[src/rtl/therm_alert_pkg.sv]
`timescale 1ns/1ps
package therm_alert_pkg;
  typedef enum logic [1:0] {
    MODE_LATCH = 2'b00,
    MODE_FOLLOW = 2'b01,
    MODE_CRIT = 2'b10,
    MODE_CRIT2 = 2'b11
  } alert_mode_e;

  localparam int HYST_W = 8;

  function automatic logic [HYST_W-1:0] hyst_amount(input logic [1:0] sel);
    case (sel)
      2'd0: hyst_amount = 8'd0;
      2'd1: hyst_amount = 8'd24;
      2'd2: hyst_amount = 8'd48;
      default: hyst_amount = 8'd96;
    endcase
  endfunction

  function automatic logic is_crit_only(input logic [1:0] m);
    is_crit_only = m[1];
  endfunction
endpackage

[src/rtl/therm_alert_regs.sv]
`timescale 1ns/1ps
module therm_alert_regs #(
  parameter int TW = 13,
  parameter int AW = 3,
  parameter int DW = 16,
  parameter int CW = 6
) (
  input  logic          clk,
  input  logic          rst_n,
  input  logic [AW-1:0] addr,
  input  logic [DW-1:0] wdata,
  input  logic          we,
  output logic [DW-1:0] rdata,
  output logic [CW-1:0] ctl,
  output logic [TW-1:0] lim [3],
  output logic          clr
);
  localparam logic [AW-1:0] A_CTL = AW'(0);
  localparam logic [AW-1:0] A_LIM0 = AW'(1);
  localparam logic [AW-1:0] A_CLR = AW'(4);

  function automatic logic [DW-1:0] sext(input logic [TW-1:0] v);
    sext = {{(DW-TW){v[TW-1]}}, v};
  endfunction

  always_ff @(posedge clk or negedge rst_n) begin
    if (!rst_n) ctl <= '0;
    else if (we && addr == A_CTL) ctl <= wdata[CW-1:0];
  end

  for (genvar i = 0; i < 3; i++) begin : g_lim
    always_ff @(posedge clk or negedge rst_n) begin
      if (!rst_n) lim[i] <= '0;
      else if (we && addr == A_LIM0 + AW'(i)) lim[i] <= wdata[TW-1:0];
    end
  end

  assign clr = we && (addr == A_CLR) && wdata[0];

  always_comb begin
    rdata = '0;
    case (addr)
      A_CTL: rdata = {{(DW-CW){1'b0}}, ctl};
      A_LIM0: rdata = sext(lim[0]);
      A_LIM0 + AW'(1): rdata = sext(lim[1]);
      A_LIM0 + AW'(2): rdata = sext(lim[2]);
      default: rdata = '0;
    endcase
  end

  AST_CLR_ONLY_ADDR4: assert property (@(posedge clk) disable iff (!rst_n)
    clr |-> (we && addr == A_CLR)) else $error("clear without write");
endmodule

[src/rtl/therm_limit_track.sv]
`timescale 1ns/1ps
module therm_limit_track #(
  parameter int TW = 13,
  parameter int HW = 8,
  parameter bit HI_SIDE = 1'b1
) (
  input  logic          clk,
  input  logic          rst_n,
  input  logic          en,
  input  logic          upd,
  input  logic [TW-1:0] temp,
  input  logic [TW-1:0] lim,
  input  logic [HW-1:0] hyst,
  output logic          flag,
  output logic          set_now
);
  localparam int EW = TW + 2;

  function automatic logic signed [EW-1:0] ext(input logic [TW-1:0] v);
    ext = $signed({{2{v[TW-1]}}, v});
  endfunction

  function automatic logic past_limit(input logic [TW-1:0] t, input logic [TW-1:0] l);
    past_limit = HI_SIDE ? (ext(t) > ext(l)) : (ext(t) < ext(l));
  endfunction

  function automatic logic back_inside(input logic [TW-1:0] t, input logic [TW-1:0] l,
                                       input logic [HW-1:0] h);
    logic signed [EW-1:0] hs;
    hs = $signed({{(EW-HW){1'b0}}, h});
    back_inside = HI_SIDE ? (ext(t) <= ext(l) - hs) : (ext(t) >= ext(l) + hs);
  endfunction

  logic beyond, recovered;
  assign beyond = past_limit(temp, lim);
  assign recovered = back_inside(temp, lim, hyst);
  assign set_now = en && upd && !flag && beyond;

  always_ff @(posedge clk or negedge rst_n) begin
    if (!rst_n) flag <= 1'b0;
    else if (!en) flag <= 1'b0;
    else if (upd) begin
      if (!flag && beyond) flag <= 1'b1;
      else if (flag && recovered) flag <= 1'b0;
    end
  end

  AST_SET_ON_CROSS: assert property (@(posedge clk) disable iff (!rst_n)
    (en && upd && beyond) |=> flag) else $error("flag not set");
  AST_HYST_HOLD: assert property (@(posedge clk) disable iff (!rst_n)
    (en && upd && flag && !recovered) |=> flag) else $error("flag dropped early");
  AST_NO_SAMPLE_NO_RISE: assert property (@(posedge clk) disable iff (!rst_n)
    (!upd) |=> ($stable(flag) || !flag)) else $error("flag rose without sample");
endmodule

[src/rtl/therm_alert_core.sv]
`timescale 1ns/1ps
module therm_alert_core
  import therm_alert_pkg::*;
(
  input  logic       clk,
  input  logic       rst_n,
  input  logic       en,
  input  logic       win_en,
  input  logic [1:0] mode,
  input  logic       clr,
  input  logic       hi_flag,
  input  logic       lo_flag,
  input  logic       crit_flag,
  input  logic       hi_set,
  input  logic       lo_set,
  output logic       alert_n,
  output logic       latch_q
);
  logic win_hit, win_set, crit_only, evt;

  assign win_hit = win_en && (hi_flag || lo_flag);
  assign win_set = win_en && (hi_set || lo_set) && (mode == MODE_LATCH);
  assign crit_only = is_crit_only(mode);

  always_ff @(posedge clk or negedge rst_n) begin
    if (!rst_n) latch_q <= 1'b0;
    else if (!en) latch_q <= 1'b0;
    else if (win_set) latch_q <= 1'b1;
    else if (clr) latch_q <= 1'b0;
  end

  always_comb begin
    if (!en) evt = 1'b0;
    else if (crit_only) evt = crit_flag;
    else if (mode == MODE_FOLLOW) evt = crit_flag || win_hit;
    else evt = crit_flag || latch_q;
  end

  assign alert_n = !evt;

  AST_OFF_RELEASED: assert property (@(posedge clk) disable iff (!rst_n)
    !en |-> alert_n) else $error("alert while disabled");
  AST_CRIT_MODE_ONLY: assert property (@(posedge clk) disable iff (!rst_n)
    (crit_only && !crit_flag) |-> alert_n) else $error("window alert in crit mode");
  AST_LATCH_HOLDS: assert property (@(posedge clk) disable iff (!rst_n)
    (latch_q && !clr) |=> (latch_q || !en)) else $error("latch lost");
endmodule

[src/rtl/therm_alert_top.sv]
`timescale 1ns/1ps
module therm_alert_top
  import therm_alert_pkg::*;
#(
  parameter int TW = 13,
  parameter int AW = 3,
  parameter int DW = 16
) (
  input  logic          clk,
  input  logic          rst_n,
  input  logic [AW-1:0] reg_addr,
  input  logic [DW-1:0] reg_wdata,
  input  logic          reg_we,
  output logic [DW-1:0] reg_rdata,
  input  logic [TW-1:0] temp_val,
  input  logic          temp_vld,
  output logic          alert_n
);
  localparam int CW = 6;

  logic [CW-1:0]     ctl;
  logic [TW-1:0]     lim [3];
  logic              clr;
  logic              en, win_en;
  logic [1:0]        mode;
  logic [HYST_W-1:0] hyst;
  logic [2:0]        flag, set_now;
  logic              latch_q;

  therm_alert_regs #(.TW(TW), .AW(AW), .DW(DW), .CW(CW)) u_regs (
    .clk(clk), .rst_n(rst_n), .addr(reg_addr), .wdata(reg_wdata), .we(reg_we),
    .rdata(reg_rdata), .ctl(ctl), .lim(lim), .clr(clr)
  );

  assign en = ctl[0];
  assign win_en = ctl[1];
  assign mode = ctl[3:2];
  assign hyst = hyst_amount(ctl[5:4]);

  // index 0: window top, 1: window bottom, 2: critical
  for (genvar i = 0; i < 3; i++) begin : g_trk
    therm_limit_track #(.TW(TW), .HW(HYST_W), .HI_SIDE(i != 1)) u_trk (
      .clk(clk), .rst_n(rst_n), .en(en), .upd(temp_vld), .temp(temp_val),
      .lim(lim[i]), .hyst(hyst), .flag(flag[i]), .set_now(set_now[i])
    );
  end

  therm_alert_core u_core (
    .clk(clk), .rst_n(rst_n), .en(en), .win_en(win_en), .mode(mode), .clr(clr),
    .hi_flag(flag[0]), .lo_flag(flag[1]), .crit_flag(flag[2]),
    .hi_set(set_now[0]), .lo_set(set_now[1]), .alert_n(alert_n), .latch_q(latch_q)
  );

  AST_CRIT_IGNORES_CLR: assert property (@(posedge clk) disable iff (!rst_n)
    (clr && en && flag[2] && !temp_vld) |=> !alert_n) else $error("crit cleared");
  AST_FOLLOW_IGNORES_CLR: assert property (@(posedge clk) disable iff (!rst_n)
    (clr && en && mode == MODE_FOLLOW && !alert_n && !temp_vld) |=> !alert_n)
    else $error("compare cleared");
endmodule

[config.mk]
export PLATFORM = sky130hd
export DESIGN_NAME = therm_alert_top
export DESIGN_NICKNAME = d
export VERILOG_FILES = /design/src/rtl/therm_alert_pkg.sv /design/src/rtl/therm_alert_regs.sv /design/src/rtl/therm_limit_track.sv /design/src/rtl/therm_alert_core.sv /design/src/rtl/therm_alert_top.sv
export SDC_FILE = /design/constraint.sdc
export NUM_CORES = 1
export LEC_CHECK = 0
export ABC_AREA = 1
export ABC_CLOCK_PERIOD_IN_PS = 5400
export BUFFER_PORTS_ARGS = -buffer_cell sky130_fd_sc_hd__buf_2
export CORE_MARGIN = 4
export CORE_UTILIZATION = 50
export DETAILED_ROUTE_END_ITERATION = 8
export PLACE_DENSITY_LB_ADDON = 0.1
export REMOVE_ABC_BUFFERS = 1
export SETUP_SLACK_MARGIN = 0.3
export SYNTH_ARGS = -nofsm -noshare
export SYNTH_HDL_FRONTEND = slang
export SYNTH_HIERARCHICAL = 1
export SYNTH_SLANG_ARGS = --single-unit
[constraint.sdc]
create_clock -name clk -period 5.4 [get_ports clk]
set_input_delay 1.08 -clock clk [delete_from_list [all_inputs] [get_ports clk]]
set_output_delay 1.08 -clock clk [all_outputs]
set_load 0.01 [all_outputs]
======== After elaboration in Yosys (flattened, before gate mapping) ========
Cells that the tools add are included.
Widths: inputs -> output; s select.
word-level totals
  register bits ........................... 49
  bits in latches ......................... 0
  bits in writable memories ............... 0
  memory bits (read-only) ................. 0
  input port bits ......................... 36
  output and inout bits ................... 17
  logic and storage cells ................. 83
  memories kept ........................... 0
cells by class
  add/sub/neg operators ................... 3
  $mul .................................... 0
  div/mod/pow operators ................... 0
  order comparisons ....................... 6
  equality and inequality tests ........... 12
  shifts and indexed selects .............. 0
  multiplexer cells ....................... 20
  bitwise operators ....................... 0
  reduce and logical (&&, ||, !) cells .... 34
operator list
  cell                number
  $pmux 16 s4         1
  $le 13x14->1        2
  $sub 13x8->14       2
  $gt 13x13->1        2
  $pmux 7 s3          1
  $logic_and 1x1->1   20
  $mux 1              18
  $add 13x8->14       1
  $ge 13x14->1        1
  $lt 13x13->1        1
  $ne 3x1->1 const B  3
  $eq 3x2->1 const B  2
  $reduce_and 2->1    3
  $eq 2x1->1 const B  2
  $logic_not 1->1     4
  $logic_not 2->1     2
  $logic_or 1x1->1    4
  $eq 3x1->1 const B  1
  $eq 3x3->1 const B  1
  $logic_not 3->1     1
  $ne 3x2->1 const B  1
  $eq 2x2->1 const B  1
  $ne 2x2->1 const B  1

======== Longest topological paths before layout ========
Gate-level depths: netlist (run 1).
  depth after elaboration ................. 9
  mapped depth ............................ 25
  mapped depth without buffers ............ 25

======== Cells and area by module ========
The synthesis (run 1) kept the hierarchy.
by module, submodules not included
  module                               instances  cells an instance  area an instance (um2)  seq. area each (um2)
  therm_alert_regs                     1          293                2,160.8                 1,126.1
  therm_limit_track at g_trk[0].u_trk  1          201                1,273.7                 25.0
  therm_limit_track at g_trk[2].u_trk  1          201                1,258.7                 25.0
  therm_limit_track at g_trk[1].u_trk  1          197                1,253.7                 25.0
  therm_alert_core                     1          15                 86.3                    25.0
  therm_alert_top                      1          10                 63.8                    0.0

======== Worst setup path after synthesis (run 1) ========
OpenSTA, ideal clock, no wires.
  path type ............................... input-to-output
  from .................................... input reg_addr[1]
  to ...................................... output reg_rdata[13]
  data arrival time ....................... 1.923 ns
  data required time ...................... 4.320 ns
  slack ................................... 2.397 ns
  cell stages on the path ................. 5
  path buffers ............................ 2
  path through ............................ nor3_1 > buf_2 > nand2_1 > nand3_1 > buf_4
on the way
  cells in the longest elaborated chain, start to end .. 2
  elaborated cells on any way between the ends .. 5
  classes of those cells .................. eq/ne (3); mux (1); reduce/logical (1)
RTL lines
  item                                      line                    source
  start: declaration                        therm_alert_top.sv:11   input logic [AW-1:0] reg_addr,
  $eq 3x2->1, or another cell as far along  therm_alert_regs.sv:42  case (addr)
  $pmux 16 s4 *                             therm_alert_regs.sv:42
  end: declaration                          therm_alert_top.sv:14   output logic [DW-1:0] reg_rdata,
Every way passes the cells marked *; elsewhere a longest branch is shown, timed or not.

======== Worst setup path after layout (run 1) ========
  from .................................... input reg_addr[1]
  to ...................................... output reg_rdata[15]
Same word-level chain as after synthesis.

==> results of run 1 <==
through the flow:
step | total power [mW] | cells
detailed placement | 1.84 | 1116
CTS | 2.25 | 1124
global route | 2.51 | 1124
floorplan | 1.54 | 918
global placement | 1.82 | 1116
finish | 2.24 | 1124
where the power goes:
part | internal, mW | switching (mW) | leakage (nW)
combinational | 0.518 | 0.776 | 3.13
clock | 0.265 | 0.142 | 0.0938
sequential | 0.435 | 0.103 | 0.618
sequential cells by signal, summed over array words and instances (netlist names):
name,count
g_trk.u_trk/flag,3
u_core/latch_q,1
u_regs/ctl,6
u_regs/lim,39
worst reg2reg max path, stage by stage (launching register included):
cell     delay, ps
dfrtp_1        420
inv_1           60
ha_1           290
inv_1          140
inv_1           60
ha_1           330
a21oi_1        180
o21ai_1        120
nand2_1         90
nand4_2        120
nor2_2         140
a21oi_1         80
ha_1           370
nand2_2         80
nor2_2         150
inv_2           60
nor2_4         130
nand2_2         70
nand2_1         60
nand2_1         50
nand3_1         60
nand2_1         60
nand2_1         60
nand2_1         40
layout make-up:
type,instances,area [sq um]
Inverter,168,631
Clock inverter,3,65.1
Timing Repair Buffer,51,260
Clock buffer,5,125
Sequential cell,49,1230
Multi-Input combinational cell,701,4230
Fill cell,1222,5240
Tap cell,147,184
metal layers:
metal  GRT usage (%)  part of all wire, %  up-vias
met2            41.4                   48      106
met4            5.79                  1.5        0
met1            31.2                   47     2612
met3            1.67                  3.6       21
li1                -                    -     3006
met5               0                    0        -
worst paths after layout:
kind / to / slack, ps
worst max register to register: g_trk[2].u_trk/flag$_DFFE_PN0P_ / 2080
max in group asynchronous: u_regs/lim[26]$_DFFE_PN0P_ / 4080
min in group asynchronous: u_regs/lim[36]$_DFFE_PN0P_ / 880
worst min register to register: u_regs/lim[25]$_DFFE_PN0P_ / 540
worst min-delay path: u_regs/lim[25]$_DFFE_PN0P_ / 540
worst max-delay path: reg_rdata[15] / 1900
==> summary.txt, run 1 <==
Finish
  – Final instance area: 0.00672 sq mm
  – Most frequent cells in the layout: 287 x nand2_1, 148 x inv_1, 107 x ha_1, 65 x nand3_1, 57 x nor2_1
  – Share of layout cells above drive strength 1: 11.5%
  – Area Overhead vs Synth: 10.3%
  – Nets@finish: 1122
  – # diodes: 0
  – Commonest non-fill, non-tap cell in the layout: nand2_1
  – Post-Route Utilization: between 50 and 60%

Route
  – Residual DRC: 0
  – Post-route ant nets: 0
  – Via Count: 5745
  – DR WL/cell: 14.0 um
  – Via density: 5.11
  – Final wirelength: 15.7 mm
  – DR pass1 iterations: 5
  – Initial drt markers: 336

Worst hold path
  – Hold path depth: 2
  – Worst min path class: register to register
  – Hold Crit Start: u_regs/lim[25]$_DFFE_PN0P_

STA
  – Fin Setup TNS: 0 ps
  – Max Slew Vio Count: 0
  – Setup ws final: 1900 ps
  – Final setup viols: 0
  – Worst slew margin: about two fifths
  – Final hold vios: 0
  – Fmax: about 290 MHz
  – RSZ-0062 raised after global routing: false
  – Min Tclk post-route: 3500 ps
  – Worst-Margin Slew: 919 ps
  – Final Cycle Share: between 60 and 70%
  – Skew final: 4.77 ps
  – Final hold slack: 541 ps

Setup path
  – Reg-to-Reg Start: u_regs/ctl[4]$_DFFE_PN0P_
  – Max stage delay on crit path: 760 ps
  – Slowest CP cell: nor3_2
  – CP Data Required Time: ~4300 ps
  – Type of the worst setup path: input pin to output port
  – Crit-path max FO: 14
  – Crit path from: reg_addr[1]
  – Worst Setup End Kind: output port
  – Buf/Inv on CP: 2
  – Top delay family on crit path: simple AND/OR/NAND/NOR gates
  – Reg2Reg Depth: 23
  – Crit path depth: 5
  – CP startpoint kind: input pin
  – WP data arrival: 2420 ps
  – Most frequent CP cell: buf_2
  – Critical-path cell list: buf_2 > nor3_2 > nand2_1 > nand3_1 > buf_2

Floorplanning
  – Die Wd: 118 um
  – CORE AREA: 0.0120 sq mm
  – Die area: 0.0140 sq mm
  – Std-Cell Rows: 40
  – IO Pins: 53
  – Starting Density: about 51%
  – Die height: 118 um

Clock tree
  – Htree depth: 2
  – Cts bufs inserted: 5
  – Clk root buf: clkbuf_16
  – Hold Buf Count CTS: 0
  – CTS Buffer Depth: 2
  – CTS tree: yes
  – Clock transition at path regs: ~60 ps
  – Post-CTS sizing: 0
  – Post CTS Setup Buffer Count: 0
  – TritonCTS Sinks: 49
  – Worst skew pair latency: roughly 300 ps

Global routing
  – Total GRT Usage: 23.5%
  – Largest net degree at the start of global routing: 50
  – Grt total ovfl: 0
  – First-pass GRT wire length: about 27 mm
  – Initial antenna violation count: 0
  – Number of global-route vias before repair: 5607

Placement
  – Routability cong.: 0.887
  – Post-DP HPWL: 13.1 mm
  – # port buffers: 49
  – Setup WS pre-CTS: about 1900 ps
  – DP Area: ~0.0065 sq mm

Run status
  – Status: finished, final reports clean

Run
  – Number of max-cap violations: 0

Synth
  – Yosys warns: 6
  – Mapped Cells: just over 900
  – Mapped Avg Cell Area: 6.65 sq um
  – Post-synth design cell area: 0.00609 sq mm

Pwr
  – VDD IR max: 134 uV
  – Power per cell area: approximately 330 mW/mm^2
  – Leakage power: ~3.8 nW
No activity file was read; power rests on OpenSTA's default activity.
==> run 2: changes to the inputs <==
Settings changed: ABC_CLOCK_PERIOD_IN_PS 5400 to 3600.
Clock period 5.4 ns to 3.6 ns, I/O delays scaled along.
==> run 2 against run 1 <==
First-iteration DRC count down 2.7%. Non-clock buffer count rose by 12. Clock skew rose by 1.8 ps. Wire length rose by 3.4%. Total power up 60%. Cell count grew 1.1%. Sequential share of layout area down 0.82 points. Global-route usage shrank 0.11 points. Worst hold slack worse by 60 ps. Clock power increased by 33%. Die area stayed put.
==> summary.txt, run 2 (synthesis gave the netlist of run 1 again) <==
Worst hold path
  – Worst min path class: input pin to async pin

Finish
  – # diodes: 0 (unchanged)
  – Largest registers: u_regs/lim x39, u_regs/ctl x6, g_trk.u_trk/flag x3
  – Final instance area: 0.00704 sq mm (+4.8%)
  – Area Overhead vs Synth: 15.6%
  – Top reg by flops: u_regs/lim
  – Share of layout cells above drive strength 1: 16.5% (+5.0 points)
  – Most frequent cells in the layout: 281 x nand2_1, 144 x inv_1, 96 x ha_1, 62 x nand3_1, 54 x nor2_1
  – Nets@finish: 1134 (+1.1%)
  – Commonest non-fill, non-tap cell in the layout: nand2_1
  – Number of flip-flops in the largest register: 39 (unchanged)

Floorplanning
  – IO Pins: 53 (unchanged)
  – Starting Density: 50.9% (unchanged)
  – Std-Cell Rows: 40 (unchanged)
  – Die height: 118 um (unchanged)
  – CORE AREA: 0.0120 sq mm (unchanged)
  – Die area: 0.0140 sq mm (unchanged)
  – Die Wd: 118 um (unchanged)

Global routing
  – First-pass GRT wire length: 26.7 mm (-0.72%)
  – Total GRT Usage: 23.3% (-0.11 points)
  – Grt total ovfl: 0 (unchanged)
  – Number of global-route vias before repair: 5609 (+0.036%)
  – Largest net degree at the start of global routing: 31 (-38%)
  – Initial antenna violation count: 0 (unchanged)

Run
  – Number of max-cap violations: 0 (unchanged)

Setup path
  – Critical Path Sink: g_trk[2].u_trk/flag$_DFFE_PN0P_
  – Type of the worst setup path: register to register
  – Reg-to-Reg Start: u_regs/ctl[4]$_DFFE_PN0P_
  – Reg2Reg Depth: 22 (-4.3%)
  – CP Data Required Time: 3790 ps (-530 ps)
  – Crit-path max FO: 5 (-9)
  – WP data arrival: 3280 ps (+860 ps)
  – Worst Setup End Kind: register
  – R2r endpoint: g_trk[2].u_trk/flag$_DFFE_PN0P_
  – R2R setup slack: 510 ps (-1570 ps)
  – CP startpoint kind: register
  – Crit path from: u_regs/ctl[4]$_DFFE_PN0P_

Clock tree
  – Clock transition at path regs: 70 ps (about the same)
  – CTS tree: yes
  – TritonCTS Sinks: 49 (unchanged)
  – Htree depth: 2 (unchanged)
  – CTS Buffer Depth: 2 (unchanged)
  – Cts bufs inserted: 5 (unchanged)
  – Hold Buf Count CTS: 0 (unchanged)
  – Clk root buf: clkbuf_16
  – Worst skew pair latency: 300 ps (about the same)

Route
  – Final wirelength: 16.3 mm (+3.4%)
  – Post-route ant nets: 0 (unchanged)
  – Via density: 5.13 (+0.27%)
  – Via Count: 5822 (+1.3%)
  – DR pass1 iterations: 5 (unchanged)
  – Initial drt markers: 327 (-2.7%)
  – Residual DRC: 0 (unchanged)
  – DR WL/cell: 14.3 um (+2.4%)

STA
  – Skew final: 6.60 ps (+1.83 ps)
  – Final Cycle Share: 85.9%
  – Final hold vios: 0 (unchanged)
  – Max Slew Vio Count: 0 (unchanged)
  – RSZ-0062 raised after global routing: false
  – Fmax: roughly 320 MHz
  – Min Tclk post-route: roughly 3100 ps
  – Final setup viols: 0 (unchanged)
  – Worst-Margin Slew: 922 ps (+2.44 ps)
  – Worst slew margin: 38.3% (-0.056 points)
  – Fin Setup TNS: 0 ps (unchanged)
  – Setup ws final: 507 ps (-1400 ps)

Pwr
  – Leakage power: 3.91 nW (+1.7%)
  – VDD IR max: 217 uV (+61%)
  – Power per cell area: 507 mW/mm^2 (+52%)

Placement
  – Routability cong.: 0.890 (+0.29%)
  – DP Area: 0.00653 sq mm (unchanged)
  – Setup WS pre-CTS: 316 ps (-1580 ps)
  – # port buffers: 49 (unchanged)
  – Post-DP HPWL: 13.1 mm (-0.29%)

Run status
  – Status: finished, final reports clean
-- run 2: cell type report --
class	instances	area, sq um
repair buffers	63	354
well taps	147	184
clock inverters	2	38.8
inverters	168	631
clock buffers	6	129
flip-flops and latches	49	1230
fillers	1231	4920
multi-input cells	701	4480
-- run 2: timing repair --
action	in CTS	in global routing
setup endpoints to repair	1	3
gates cloned	0	0
resized for setup	0	53
pin swaps	0	28
setup buffers	1	11
-- run 2: power by group --
group	switching [mW]	total [mW]	leakage [nW]	internal (mW)
Clock	0.213	0.543	0.0810	0.330
Combinational	1.28	2.22	3.21	0.939
Sequential	0.162	0.815	0.617	0.653
-- run 2: metal layers --
| metal | wire length [um] | share of wire (%) | track usage (%) | up-vias |
|---|---|---|---|---|
| li1 | - | - | - | 3017 |
| met1 | 7440 | 46 | 30.6 | 2655 |
| met2 | 7870 | 48 | 41.6 | 129 |
| met3 | 688 | 4.2 | 2.15 | 21 |
| met4 | 253 | 1.6 | 5.36 | 0 |
| met5 | 0 | 0 | 0 | - |
-- run 2: worst min-delay path by stage --
stage	startpoint	to	slack, ps	cells past startpoint
floorplan	rst_n	g_trk[0].u_trk/flag$_DFFE_PN0P_	420	0
global placement	u_regs/lim[25]$_DFFE_PN0P_	u_regs/lim[25]$_DFFE_PN0P_	520	2
detailed placement	u_regs/lim[25]$_DFFE_PN0P_	u_regs/lim[25]$_DFFE_PN0P_	530	2
CTS	rst_n	u_regs/lim[23]$_DFFE_PN0P_	520	1
global route	rst_n	u_regs/lim[33]$_DFFE_PN0P_	550	1
finish	rst_n	u_regs/lim[11]$_DFFE_PN0P_	480	1
-- run 2: critical path, cell delays in order (launching register included) --
cell,delay (ps)
dfrtp_1,400
buf_4,150
ha_2,220
inv_1,60
ha_2,390
nand2_2,90
o21ai_2,150
buf_4,140
a21oi_4,30
nor2_2,100
nor2_2,50
xor2_1,160
ha_1,310
nand2_1,70
nand2_1,50
nand2_1,50
nand2_1,50
a21oi_2,170
nand3_1,90
nand3_1,80
nand2_1,60
nand2_1,60
nand2_1,40
-- run 2: metrics by stage --
step / instances / utilization, % / power, mW / hold slack, ps
3_3_place_gp: 1116 / 54.6 / 2.72 / 517
4_1_cts: 1125 / 56.1 / 3.30 / 518
5_1_grt: 1136 / 58.9 / 3.98 / 546
3_5_place_dp: 1116 / 54.6 / 2.75 / 526
2_1_floorplan: 918 / - / 2.31 / 424
6_report: 1136 / 58.9 / 3.57 / 481
